## src/rtl/i2c_wg_pkg.sv

```systemverilog
package i2c_wg_pkg;

  // Field widths of the configuration word
  localparam int DIV_W   = 8;
  localparam int EXP_W   = 3;
  localparam int HOLD_W  = 6;
  localparam int CFG_W   = 32;

  // Field positions inside the word
  localparam int LO_LSB   = 0;
  localparam int HI_LSB   = 8;
  localparam int EXP_LSB  = 16;
  localparam int HOLD_LSB = 24;

  // Derived widths
  localparam int EXP_TOP = (1 << EXP_W) - 1;
  localparam int PHASE_W = DIV_W + EXP_TOP + 1;
  localparam int HCNT_W  = HOLD_W + 1;

  typedef struct packed {
    logic [HOLD_W-1:0] hold;
    logic [EXP_W-1:0]  expo;
    logic [DIV_W-1:0]  hi;
    logic [DIV_W-1:0]  lo;
  } wg_cfg_t;

  typedef enum logic [1:0] {
    WG_IDLE = 2'd0,
    WG_LOW  = 2'd1,
    WG_HIGH = 2'd2
  } wg_state_e;

  // Length of one phase in peripheral clocks
  function automatic logic [PHASE_W-1:0] phase_cycles(
    input logic [DIV_W-1:0] div,
    input logic [EXP_W-1:0] expo,
    input int unsigned      offset
  );
    logic [PHASE_W-1:0] scaled;
    scaled = PHASE_W'(div) << expo;
    return scaled + PHASE_W'(offset);
  endfunction

  // Delay from SCL fall to SDA strobe in peripheral clocks
  function automatic logic [HCNT_W-1:0] hold_cycles(
    input logic [HOLD_W-1:0] hold
  );
    return HCNT_W'(hold) + HCNT_W'(3);
  endfunction

endpackage

```

## src/rtl/wg_cfg_decode.sv

```systemverilog
module wg_cfg_decode
  import i2c_wg_pkg::*;
#(
  parameter int unsigned EXP_MAX = 6
) (
  input  logic [CFG_W-1:0] word,
  output wg_cfg_t          cfg
);

  localparam logic [EXP_W-1:0] EXP_CAP = EXP_W'(EXP_MAX);

  logic [EXP_W-1:0] raw_exp;

  assign raw_exp = word[EXP_LSB +: EXP_W];

  always_comb begin
    cfg.lo   = word[LO_LSB +: DIV_W];
    cfg.hi   = word[HI_LSB +: DIV_W];
    cfg.hold = word[HOLD_LSB +: HOLD_W];
    cfg.expo = (raw_exp > EXP_CAP) ? EXP_CAP : raw_exp;
  end

endmodule

```

## src/rtl/wg_phase_ctrl.sv

```systemverilog
module wg_phase_ctrl
  import i2c_wg_pkg::*;
#(
  parameter int unsigned OFFSET = 4
) (
  input  logic    clk,
  input  logic    rst_n,
  input  logic    enable,
  input  logic    scl_sense,
  input  wg_cfg_t cfg,
  output logic    scl_low,
  output logic    phase_tick,
  output logic    fall_evt
);

  wg_state_e          state_q, state_d;
  logic [PHASE_W-1:0] cnt_q, cnt_d;
  logic               tick_q;
  logic               boundary;
  logic               cnt_zero;
  logic [PHASE_W-1:0] lo_len, hi_len;

  assign lo_len   = phase_cycles(cfg.lo, cfg.expo, OFFSET);
  assign hi_len   = phase_cycles(cfg.hi, cfg.expo, OFFSET);
  assign cnt_zero = (cnt_q == '0);

  always_comb begin
    state_d  = state_q;
    cnt_d    = cnt_q;
    boundary = 1'b0;
    if (!enable) begin
      state_d = WG_IDLE;
      cnt_d   = '0;
    end else begin
      unique case (state_q)
        WG_IDLE: begin
          state_d  = WG_LOW;
          cnt_d    = lo_len - PHASE_W'(1);
          boundary = 1'b1;
        end
        WG_LOW: begin
          if (cnt_zero) begin
            state_d  = WG_HIGH;
            cnt_d    = hi_len - PHASE_W'(1);
            boundary = 1'b1;
          end else begin
            cnt_d = cnt_q - PHASE_W'(1);
          end
        end
        WG_HIGH: begin
          if (scl_sense) begin
            if (cnt_zero) begin
              state_d  = WG_LOW;
              cnt_d    = lo_len - PHASE_W'(1);
              boundary = 1'b1;
            end else begin
              cnt_d = cnt_q - PHASE_W'(1);
            end
          end
        end
        default: begin
          state_d = WG_IDLE;
          cnt_d   = '0;
        end
      endcase
    end
  end

  always_ff @(posedge clk or negedge rst_n) begin
    if (!rst_n) begin
      state_q <= WG_IDLE;
      cnt_q   <= '0;
      tick_q  <= 1'b0;
    end else begin
      state_q <= state_d;
      cnt_q   <= cnt_d;
      tick_q  <= boundary;
    end
  end

  assign scl_low    = (state_q == WG_LOW);
  assign phase_tick = tick_q;
  assign fall_evt   = boundary && (state_d == WG_LOW);

  // a tick only appears in a cycle where the SCL drive just changed
  assert_tick_marks_edge_R7: assert property (@(posedge clk) disable iff (!rst_n)
    phase_tick |-> (scl_low != $past(scl_low)));

  // a low sensed SCL freezes the high-phase count
  assert_stretch_freezes_R5: assert property (@(posedge clk) disable iff (!rst_n)
    (state_q == WG_HIGH && enable && !scl_sense) |=> (state_q == WG_HIGH && $stable(cnt_q)));

  // leaving the low phase only happens with an exhausted counter
  assert_low_exit_on_zero_R2: assert property (@(posedge clk) disable iff (!rst_n)
    (state_q == WG_LOW && enable && !cnt_zero) |=> (state_q == WG_LOW));

endmodule

```

## src/rtl/wg_hold_delay.sv

```systemverilog
module wg_hold_delay
  import i2c_wg_pkg::*;
(
  input  logic              clk,
  input  logic              rst_n,
  input  logic              enable,
  input  logic              fall_evt,
  input  logic [HOLD_W-1:0] hold_val,
  output logic              sda_strobe
);

  logic [HCNT_W-1:0] hcnt_q;
  logic              busy_q;
  logic              strobe_q;

  always_ff @(posedge clk or negedge rst_n) begin
    if (!rst_n) begin
      hcnt_q   <= '0;
      busy_q   <= 1'b0;
      strobe_q <= 1'b0;
    end else if (!enable) begin
      hcnt_q   <= '0;
      busy_q   <= 1'b0;
      strobe_q <= 1'b0;
    end else if (fall_evt) begin
      // first low cycle counts as one; strobe register adds another
      hcnt_q   <= hold_cycles(hold_val) - HCNT_W'(1);
      busy_q   <= 1'b1;
      strobe_q <= 1'b0;
    end else if (busy_q) begin
      if (hcnt_q == '0) begin
        strobe_q <= 1'b1;
        busy_q   <= 1'b0;
      end else begin
        hcnt_q   <= hcnt_q - HCNT_W'(1);
        strobe_q <= 1'b0;
      end
    end else begin
      strobe_q <= 1'b0;
    end
  end

  assign sda_strobe = strobe_q;

  // the strobe is a single-cycle pulse
  assert_strobe_single_R8: assert property (@(posedge clk) disable iff (!rst_n)
    sda_strobe |=> !sda_strobe);

  // a strobe is only issued by a timer that was running
  assert_strobe_from_timer_R8: assert property (@(posedge clk) disable iff (!rst_n)
    $rose(sda_strobe) |-> $past(busy_q));

endmodule

```

## src/rtl/i2c_scl_wavegen.sv

```systemverilog
module i2c_scl_wavegen
  import i2c_wg_pkg::*;
#(
  parameter int unsigned OFFSET  = 4,
  parameter int unsigned EXP_MAX = 6
) (
  input  logic        clk,
  input  logic        rst_n,
  input  logic        enable,
  input  logic [31:0] cfg_word,
  input  logic        scl_sense,
  output logic        scl_drive_low,
  output logic        phase_tick,
  output logic        sda_strobe
);

  wg_cfg_t cfg;
  logic    fall_evt;

  wg_cfg_decode #(
    .EXP_MAX (EXP_MAX)
  ) u_decode (
    .word (cfg_word),
    .cfg  (cfg)
  );

  wg_phase_ctrl #(
    .OFFSET (OFFSET)
  ) u_phase (
    .clk        (clk),
    .rst_n      (rst_n),
    .enable     (enable),
    .scl_sense  (scl_sense),
    .cfg        (cfg),
    .scl_low    (scl_drive_low),
    .phase_tick (phase_tick),
    .fall_evt   (fall_evt)
  );

  wg_hold_delay u_hold (
    .clk        (clk),
    .rst_n      (rst_n),
    .enable     (enable),
    .fall_evt   (fall_evt),
    .hold_val   (cfg.hold),
    .sda_strobe (sda_strobe)
  );

  // disabling releases SCL and silences both pulse outputs
  assert_quiet_when_off_R1: assert property (@(posedge clk) disable iff (!rst_n)
    !enable |=> (!scl_drive_low && !phase_tick && !sda_strobe));

  // enabling from idle starts with a low phase
  assert_start_low_R9: assert property (@(posedge clk) disable iff (!rst_n)
    (enable && !$past(enable) && !scl_drive_low) |=> scl_drive_low);

endmodule

```

## config.mk

```make
export PLATFORM = sky130hd
export DESIGN_NAME = i2c_scl_wavegen
export DESIGN_NICKNAME = d
export VERILOG_FILES = /design/src/rtl/i2c_wg_pkg.sv /design/src/rtl/wg_cfg_decode.sv /design/src/rtl/wg_phase_ctrl.sv /design/src/rtl/wg_hold_delay.sv /design/src/rtl/i2c_scl_wavegen.sv
export SDC_FILE = /design/constraint.sdc
export NUM_CORES = 1
export LEC_CHECK = 0
export CORE_AREA = 2 2 71 100
export CTS_CLUSTER_DIAMETER = 60
export DETAILED_ROUTE_END_ITERATION = 7
export DIE_AREA = 0 0 73 102
export PLACE_DENSITY = 0.75
export SYNTH_ARGS = -nofsm -noshare
export SYNTH_HDL_FRONTEND = slang
export SYNTH_HIERARCHICAL = 1
export SYNTH_SLANG_ARGS = --single-unit
```

## constraint.sdc

```tcl
create_clock -name clk -period 3.75 [get_ports clk]
set_clock_uncertainty 0.15 [all_clocks]
set_input_delay 0.5625 -clock clk [delete_from_list [all_inputs] [get_ports clk]]
set_output_delay 0.5625 -clock clk [all_outputs]
set_load 0.01 [all_outputs]
```

==> results of run 1 <==
-- flip-flops by register name, indices dropped and copies added (netlist names) --
| register | count |
|---|---|
| u_phase/cnt_q | 16 |
| u_hold/hcnt_q | 7 |
| u_phase/state_q | 2 |
| u_hold/sda_strobe | 1 |
| u_hold/busy_q | 1 |
| u_phase/phase_tick | 1 |
-- area by class of cell --
class | count | area share (%)
inverter | 15 | 1.49
clock buffer | 3 | 1.09
tap | 74 | 2.45
sequential | 28 | 18.6
multi-input combinational | 355 | 65.5
timing repair buffer | 43 | 10.9
-- cell usage after synthesis, drive strengths merged, types with 13 or more instances --
cell | count | share of area [%]
clkbuf | 21 | 2.6
mux2i | 23 | 6.5
buf | 30 | 6.0
dfrtp | 28 | 20
nand2 | 31 | 3.3
inv | 13 | 1.4
o21ai | 21 | 3.0
a21oi | 29 | 4.4
nor2 | 34 | 3.6
nand3 | 14 | 2.1
nor3 | 15 | 2.1
-- worst min-delay path, cell delays in order, from the launching register on --
cell and delay (ns):
dfrtp_1 0.41, nand2_1 0.06, o21ai_0 0.07
-- per-layer routing --
| layer | global-route usage, % | vias up | wire [µm] |
|---|---|---|---|
| met5 | 0 | - | 0 |
| met4 | 11.4 | 0 | 371 |
| met3 | 1.48 | 32 | 423 |
| met2 | 49.6 | 139 | 5050 |
| met1 | 29.2 | 1676 | 3680 |
| li1 | - | 1667 | - |
-- worst min path at each step --
stage                      start           endpoint  slack (ns)
6_report       u_phase/cnt_q[10]  u_phase/cnt_q[10]        0.42
5_1_grt        u_phase/cnt_q[15]  u_phase/cnt_q[15]        0.46
4_1_cts        u_phase/cnt_q[10]  u_phase/cnt_q[10]        0.42
3_5_place_dp   u_phase/cnt_q[10]  u_phase/cnt_q[10]        0.40
3_3_place_gp   u_phase/cnt_q[10]  u_phase/cnt_q[10]        0.39
2_1_floorplan              rst_n      u_hold/busy_q        0.12
-- cell families after synthesis --
group	after synthesis	share of synthesized area [%]
buffers and inverters	67	10.5
AOI/OAI and AO/OA	137	27.3
xor gates and xnor gates	16	3.97
DFF	28	19.9
muxes	36	11.0
and+or+nand+nor	163	26.3
adders and majority gates	3	1.06
-- power groups by stage --
| stage | registers (W) | logic, W | clock network (W) |
|---|---|---|---|
| finish | 0.000526 | 0.00104 | 0.000162 |
| global route | 0.000540 | 0.00113 | 0.000173 |
| CTS | 0.000521 | 0.00103 | 0.000168 |
| detailed placement | 0.000526 | 0.00102 | 0 |
| global placement | 0.000520 | 0.00100 | 0 |
| floorplan | 0.000475 | 0.000818 | 0 |
-- stage by stage --
step	setup WS, ns	power (W)
after floorplan	1.04	0.00129
after global routing	0.281	0.00185
after detailed placement	0.434	0.00155
after global placement	0.446	0.00152
after CTS	0.476	0.00171
final	0.477	0.00173
==> run_results.csv, run 1 <==
group,metric,value,unit
status,outcome,"finished, final reports clean",
place,port_buffers,31,
final_layout,n_fill_cell,594,
worst_setup_path,cp.depth,9,
routing,wirelength,9.52,mm
global_routing,antenna_found_initial,0,
worst_setup_path,cp_slowest_cell,"or3b_2",
final_layout,drive_gt1_share,11.3,%
global_routing,grt_pass1_wl,15.6,mm
floorplan,rows,35,
worst_setup_path,worst-setup-path-type,"flip-flop to flip-flop",
sta,post-route-period-util,87.3,%
worst_setup_path,path_cells,"inv_1, ha_1, or3b_2, nor4_4, nand3_2, a21oi_4, inv_1, o32ai_1, a41o_1",
hold_path,holdPathStages,2,
global_routing,grt_pass1_vias,3348,
clock_network,worstSkewPairLatency,0.28,ns
global_routing,track_usage,26.1,%
clock_network,clock_sinks,28,
final_layout,area_delta_synth_final,6.95,%
place,placed_area,0.00373,mm²
power,power.net_switching,0.000836,W
power,power_frac_comb,60.2,%
worst_setup_path,r2r_end,"u_hold/hcnt_q[3]",
synthesis,synth_fp_nets,489,
final_layout,final_area,0.00377,mm²
place,place.gp.congestion,0.902,
worst_setup_path,cp-start-kind,"flip-flop",
routing,dr.first_iter.drc_count,243,
power,p_int,0.000893,W
clock_network,clkTransAtPathRegs,0.09,ns
final_layout,multi_input_area,0.00247,mm²
clock_network,cts_resized,0,
power,powerDensity,458,mW/mm²
global_routing,globalRouteOverflowTotal,0,
floorplan,die_w,73,µm
worst_setup_path,cp_data_arrival_time,3.34,ns
synthesis,synth.ff_latch_count,28,
clock_network,cts_max_level,1,
floorplan,io_pins,39,
worst_setup_path,crit_buf_inv,2,
synthesis,async_flop_share,100,%
place,dp_cells,515,
clock_network,cts_buffers,3,
worst_setup_path,cp-end-kind,"flip-flop",
sta,fin_crit,3.27,ns
routing,viasPerCell,6.78,
sta,slew_viol_final,0,
power,seqPwrFrac,30.4,%
worst_setup_path,required,3.82,ns
worst_setup_path,critPathMaxStageDelay,0.54,ns
final_layout,final_util,57.9,%
power,ir_drop,200,µV
synthesis,synthCells,450,
sta,final-setup-viol-count,0,
routing,ant_nets,0,
floorplan,core,0.00653,mm²
final_layout,fin_nets,485,
clock_network,cts_hold_buf,0,
floorplan,die-area,0.00745,mm²
job,cap_violations,0,
synthesis,synthesis.area,0.00353,mm²
synthesis,synthFlopType,"dfrtp_1",
worst_setup_path,reg2reg_from,"u_phase/cnt_q[0]",
clock_network,postCtsSetupBuffers,0,
place,hpwl,7.32,mm
final_layout,fin_cells,518,
floorplan,die_h,102,µm
routing,avgRoutedWirePerCell,18.4,µm
global_routing,grt_max_degree,49,
worst_setup_path,reg2regPathDepth,9,
clock_network,cts_tree,"yes",
clock_network,cts_root_buffer,"clkbuf_8",
routing,firstDrtPassIters,7,
worst_setup_path,cp_top_family,"simple AND/OR/NAND/NOR gates",
synthesis,ys_seq_area_share,19.9,%
power,p_sw_share,48.3,%
final_layout,diodes,0,
synthesis,synth_edf_count,0,
routing,via_count,3514,
clock_network,clk_path_buf_depth,2,
sta,clock.fmax,306,MHz
sta,holdWs,0.422,ns
sta,tightest_slew,0.740,ns
synthesis,yosysWarnings,6,
sta,rsz0062_at_grt,"no",
sta,max_slew_margin,50.5,%
sta,setup-tns-final,0,ns
synthesis,synth.avg_cell_area,7.84,µm²
floorplan,initial_utilization,54.1,%
final_layout,layout_commonest_cell,"nor2_1",
power,pwr-share-clk,9.4,%
worst_setup_path,path_max_fanout,18,
final_layout,seqCellArea,701,µm²
worst_setup_path,cp_common_cell,"inv_1",
hold_path,hold_path.class,"flip-flop to flip-flop",
worst_setup_path,worstSetupStartpoint,"u_phase/cnt_q[0]",
routing,route.detailed.drc,0,
sta,hold_viol_final,0,
power,leakage,1.43,nW
worst_setup_path,endpoint,"u_hold/hcnt_q[3]",
worst_setup_path,r2r_setup_slack,0.48,ns
final_layout,mostFrequentLayoutCells,"34 x nor2_1, 31 x clkdlybuf4s50_1, 31 x nand2_1, 28 x a21oi_1, 28 x dfrtp_1",
synthesis,yosys.cell_types.count,79,
(Power assumes the default switching activity.)
==> run 2, diff against run 1 <==
--- a/config.mk
+++ b/config.mk
@@ -5,11 +5,11 @@
 export SDC_FILE = /design/constraint.sdc
 export NUM_CORES = 1
 export LEC_CHECK = 0
-export CORE_AREA = 2 2 71 100
+export CORE_AREA = 2 2 104 146
 export CTS_CLUSTER_DIAMETER = 60
 export DETAILED_ROUTE_END_ITERATION = 7
-export DIE_AREA = 0 0 73 102
-export PLACE_DENSITY = 0.75
+export DIE_AREA = 0 0 106 148
+export PLACE_DENSITY = 0.41
 export SYNTH_ARGS = -nofsm -noshare
 export SYNTH_HDL_FRONTEND = slang
 export SYNTH_HIERARCHICAL = 1
==> constraint.sdc (replaced) <==
create_clock -name clk -period 2.76 [get_ports clk]
set_clock_uncertainty 0.15 [all_clocks]
set_input_delay 0.414 -clock clk [delete_from_list [all_inputs] [get_ports clk]]
set_output_delay 0.414 -clock clk [all_outputs]
set_load 0.01 [all_outputs]
==> run 2 against run 1 <==
Effect of this change:
- sequential power up 27%
- register-to-register slack worse by 0.37 ns
- die area up 110%
- global-route usage down 10 points
- sequential cell count unchanged
- worst setup slack worse by 0.40 ns
- clock-buffer cell count unchanged
- sequential share of layout area down 3.6 points
- critical path type is now input pin to flip-flop
==> run_results.csv, run 2 (synthesized netlist as in run 1, its figures left out) <==
group,metric,value,unit
status,outcome,"finished, final reports clean",
global_routing,grt_max_degree,29,
clock_network,cts_root_buffer,"clkbuf_16",
sta,tightest_slew,0.568,ns
clock_network,cts_buffers,3,
worst_setup_path,cp-start-kind,"input pin",
final_layout,area_delta_synth_final,32.4,%
sta,hold_viol_final,0,
final_layout,final_area,0.00467,mm²
worst_setup_path,path_max_fanout,6,
worst_setup_path,cp_slowest_cell,"clkdlybuf4s50_1",
routing,avgRoutedWirePerCell,16.8,µm
floorplan,initial_utilization,24.5,%
sta,slew_viol_final,0,
worst_setup_path,cp_top_family,"simple AND/OR/NAND/NOR gates",
clock_network,cts_max_level,1,
clock_network,worstSkewPairLatency,0.27,ns
final_layout,largest_register,"u_phase/cnt_q",
global_routing,grt_pass1_vias,3833,
clock_network,clock_sinks,28,
global_routing,globalRouteOverflowTotal,0,
sta,max_slew_margin,61.7,%
routing,via_count,3699,
hold_path,hold_path.class,"input pin to async pin",
power,powerDensity,640,mW/mm²
worst_setup_path,required,2.76,ns
final_layout,final_util,32.5,%
global_routing,antenna_found_initial,0,
power,leakage,1.89,nW
clock_network,cts_hold_buf,0,
sta,post-route-period-util,97.0,%
floorplan,die_w,106,µm
worst_setup_path,cp-end-kind,"flip-flop",
place,placed_area,0.00452,mm²
floorplan,io_pins,39,
worst_setup_path,cp_data_arrival_time,2.68,ns
routing,wirelength,12.1,mm
final_layout,drive_gt1_share,27.2,%
place,dp_cells,716,
sta,setup-tns-final,0,ns
final_layout,diodes,0,
place,port_buffers,31,
final_layout,layout_commonest_cell,"buf_4",
job,cap_violations,0,
floorplan,core,0.0144,mm²
routing,ant_nets,0,
floorplan,die_h,148,µm
place,hpwl,10.0,mm
sta,fin_crit,2.68,ns
worst_setup_path,path_cells,"clkdlybuf4s50_1, a21boi_4, nand2b_1, o21ai_0, nand3_1, nor4_2, buf_4, xor2_1, o211ai_1",
final_layout,fin_nets,573,
final_layout,fin_cells,722,
clock_network,clk_path_buf_depth,2,
worst_setup_path,crit_buf_inv,2,
worst_setup_path,critPathMaxStageDelay,0.53,ns
global_routing,track_usage,15.9,%
routing,route.detailed.drc,0,
final_layout,mostFrequentLayoutCells,"99 x buf_4, 34 x nor2_1, 31 x clkdlybuf4s50_1, 31 x nand2_1",
clock_network,cts_tree,"yes",
sta,clock.fmax,373,MHz
sta,final-setup-viol-count,0,
routing,dr.first_iter.drc_count,174,
final_layout,reg_top3,"u_phase/cnt_q (16), u_hold/hcnt_q (7), u_phase/state_q (2)",
worst_setup_path,worst-setup-path-type,"input pin to flip-flop",
routing,firstDrtPassIters,4,
floorplan,rows,52,
clock_network,clkTransAtPathRegs,0.08,ns
power,ir_drop,278,µV
final_layout,n_fill_cell,1529,
final_layout,largest_reg_flops,16,
routing,viasPerCell,5.12,
floorplan,die-area,0.0157,mm²
global_routing,grt_pass1_wl,19.9,mm
place,place.gp.congestion,0.878,
-- run 2: final timing paths --
kind                            slack [ns]                 end  depth (start not counted)               from
max in group asynchronous             1.78    u_phase/cnt_q[3]                          2              rst_n
worst min register to register        0.42   u_phase/cnt_q[15]                          1  u_phase/cnt_q[15]
min in group clk                      0.42   u_phase/cnt_q[15]                          1  u_phase/cnt_q[15]
worst min-delay path                  0.38  u_phase/phase_tick                          2              rst_n
worst max register to register        0.11    u_phase/cnt_q[9]                          9   u_phase/cnt_q[0]
worst max-delay path                  0.08    u_phase/cnt_q[6]                          9       cfg_word[18]
-- run 2: what timing repair did --
item | 4_1_cts | 5_1_grt
setup buffers | 1 | 1
endpoints found under the setup margin | 5 | 14
pin swaps | 2 | 5
resized for setup | 4 | 5
-- run 2: final cells by class --
type | count | area, µm² | area share (%)
multi-input cells | 355 | 2500 | 53.5
repair buffers | 131 | 1070 | 23.0
well taps | 189 | 236 | 5.06
flip-flops and latches | 28 | 701 | 15.0
clock buffers | 3 | 75.1 | 1.61
clock inverters | 1 | 30.0 | 0.642
inverters | 15 | 56.3 | 1.20
-- run 2: power by group --
group	switching, W	total [W]	leakage, nW	internal (W)
clock network	0.000158	0.000448	0.0511	0.000290
registers	0.000149	0.000670	0.373	0.000520
logic	0.000976	0.00187	1.46	0.000898
total	0.00128	0.00299	1.89	0.00171
-- run 2: metrics by stage --
step	power (W)	hold WS [ns]	setup WS, ns
5_1_grt	0.00322	0.435	-0.000345
4_1_cts	0.00299	0.412	0.0131
6_report	0.00299	0.382	0.0815
3_3_place_gp	0.00250	0.399	-0.284
2_1_floorplan	0.00176	-0.0316	0.0539
3_5_place_dp	0.00251	0.409	-0.298
-- run 2: per-layer routing --
| layer | wire (µm) | vias up | global-route usage, % | part of all wire [%] |
|---|---|---|---|---|
| met1 | 4770 | 1750 | 17.4 | 39 |
| met5 | 0 | - | 0 | 0 |
| li1 | - | 1844 | - | - |
| met4 | 591 | 0 | 8.55 | 4.9 |
| met3 | 262 | 32 | 1.23 | 2.2 |
| met2 | 6480 | 73 | 29.9 | 54 |
==> run 3, diff against run 2 <==
--- a/config.mk
+++ b/config.mk
@@ -14,3 +14,4 @@
 export SYNTH_HDL_FRONTEND = slang
 export SYNTH_HIERARCHICAL = 1
 export SYNTH_SLANG_ARGS = --single-unit
+export TNS_END_PERCENT = 50
==> run 3 against run 2 <==
Effect of this change:
- clock-buffer cell count is the same
- critical path type unchanged
- register-to-register slack about the same
- sequential cell count stayed put
- fmax is essentially flat
- core utilization is essentially flat
- first-iteration DRC count is 13% lower
- worst setup slack hardly changed
==> run_results.csv, run 3 (synthesized netlist as in run 1, its figures left out) <==
group,metric,value,unit
sta,final-setup-viol-count,0,
final_layout,area_delta_synth_final,32.3,%
clock_network,clk_path_buf_depth,2,
sta,slew_viol_final,0,
job,cap_violations,0,
clock_network,clock_sinks,28,
clock_network,worstSkewPairLatency,0.27,ns
sta,hold_viol_final,0,
final_layout,final_area,0.00467,mm²
routing,wirelength,12.2,mm
power,pwr-share-clk,14.9,%
routing,viasPerCell,5.18,
hold_path,hold_path.class,"input pin to async pin",
global_routing,grt_max_degree,29,
worst_setup_path,required,2.76,ns
floorplan,die_w,106,µm
worst_setup_path,cp-end-kind,"flip-flop",
final_layout,drive_gt1_share,27.0,%
sta,tightest_slew,0.577,ns
worst_setup_path,cp_data_arrival_time,2.68,ns
place,place.gp.congestion,0.878,
final_layout,reg_top3,"u_phase/cnt_q (16), u_hold/hcnt_q (7), u_phase/state_q (2)",
place,port_buffers,31,
clock_network,cts_root_buffer,"clkbuf_16",
floorplan,die-area,0.0157,mm²
sta,fin_crit,2.68,ns
status,outcome,"finished, final reports clean",
power,power_frac_comb,62.7,%
floorplan,die_h,148,µm
clock_network,cts_buffers,3,
worst_setup_path,cp-start-kind,"input pin",
global_routing,antenna_found_initial,0,
floorplan,io_pins,39,
sta,max_slew_margin,61.3,%
worst_setup_path,worst-setup-path-type,"input pin to flip-flop",
routing,firstDrtPassIters,4,
sta,clock.fmax,373,MHz
clock_network,cts_tree,"yes",
clock_network,clkTransAtPathRegs,0.08,ns
global_routing,globalRouteOverflowTotal,0,
clock_network,cts_max_level,1,
floorplan,initial_utilization,24.5,%
power,finalPower,0.00300,W
final_layout,largest_register,"u_phase/cnt_q",
final_layout,layout_commonest_cell,"buf_4",
floorplan,rows,52,
final_layout,diodes,0,
power,leakage,1.89,nW
final_layout,fin_nets,573,
routing,via_count,3737,
final_layout,largest_reg_flops,16,
global_routing,track_usage,15.9,%
power,seqPwrFrac,22.4,%
power,powerDensity,642,mW/mm²
power,p_int,0.00171,W
final_layout,final_util,32.5,%
sta,post-route-period-util,97.0,%
power,power.net_switching,0.00129,W
place,hpwl,10.0,mm
global_routing,grt_pass1_wl,19.9,mm
routing,dr.first_iter.drc_count,151,
routing,ant_nets,0,
global_routing,grt_pass1_vias,3833,
power,p_sw_share,43.0,%
routing,avgRoutedWirePerCell,16.9,µm
sta,rsz0062_at_grt,"yes",
place,placed_area,0.00452,mm²
routing,route.detailed.drc,0,
power,ir_drop,278,µV
final_layout,mostFrequentLayoutCells,"99 x buf_4, 34 x nor2_1, 31 x clkdlybuf4s50_1, 31 x nand2_1",
floorplan,core,0.0144,mm²
worst_setup_path,path_max_fanout,6,
[run 3: cell counts in the layout (fill, tap and decap cells not counted)]
No cell type changed its count.
[run 3: power by group through the flow]
stage	sequential, W	clock (W)	combinational (W)
finish	0.000671	0.000447	0.00188
global route	0.000694	0.000471	0.00205
CTS	0.000670	0.000457	0.00186
detailed placement	0.000676	0	0.00184
global placement	0.000672	0	0.00183
floorplan	0.000645	0	0.00111
[run 3: layout make-up]
| cell class | instances | area (µm²) |
|---|---|---|
| Fill cell | 1531 | 9710 |
| Multi-Input combinational cell | 355 | 2500 |
| Timing Repair Buffer | 131 | 1070 |
| Sequential cell | 28 | 701 |
| Tap cell | 189 | 236 |
| Clock buffer | 3 | 75.1 |
| Inverter | 15 | 56.3 |
| Clock inverter | 1 | 30.0 |
[run 3: worst max-delay path, stage by stage]
cell             delay, ns
clkdlybuf4s50_1       0.53
a21boi_4              0.10
nand2b_1              0.16
o21ai_0               0.47
nand3_1               0.21
nor4_2                0.38
buf_4                 0.19
xor2_1                0.13
o211ai_1              0.09
[run 3: worst paths after layout]
kind                            cells after the start  slack [ns]            endpoint         startpoint
worst min-delay path                                2        0.38  u_phase/phase_tick              rst_n
worst max-delay path                                9        0.08    u_phase/cnt_q[6]       cfg_word[18]
min in group clk                                    1        0.42   u_phase/cnt_q[15]  u_phase/cnt_q[15]
worst min register to register                      1        0.42   u_phase/cnt_q[15]  u_phase/cnt_q[15]
worst max register to register                      9        0.11    u_phase/cnt_q[9]   u_phase/cnt_q[0]
max in group asynchronous                           2        1.78    u_phase/cnt_q[3]              rst_n
[run 3: stage by stage]
stage | TNS (ns) | instances | hold slack, ns | worst slack (ns)
global placement | -1.34 | 716 | 0.399 | -0.284
detailed placement | -1.36 | 716 | 0.409 | -0.298
floorplan | 0 | 450 | -0.0316 | 0.0539
CTS | 0 | 721 | 0.412 | 0.0131
global route | -0.00417 | 722 | 0.435 | -0.00382
finish | 0 | 722 | 0.384 | 0.0815
[run 3: repair_timing]
| action | CTS | global route |
|---|---|---|
| hold buffers | 0 | 0 |
| endpoints found under the hold margin | 0 | 0 |
| setup endpoints to repair | 5 | 14 |
| gates resized for setup | 4 | 4 |
| setup buffers | 1 | 1 |
| pin swaps | 2 | 5 |
[run 3: metal layers]
metal / GRT usage, % / vias up / part of all wire, %
met5: 0 / - / 0
met4: 8.55 / 0 / 4.9
met2: 29.9 / 80 / 53
met1: 17.4 / 1776 / 39
met3: 1.23 / 34 / 2.5
li1: - / 1847 / -
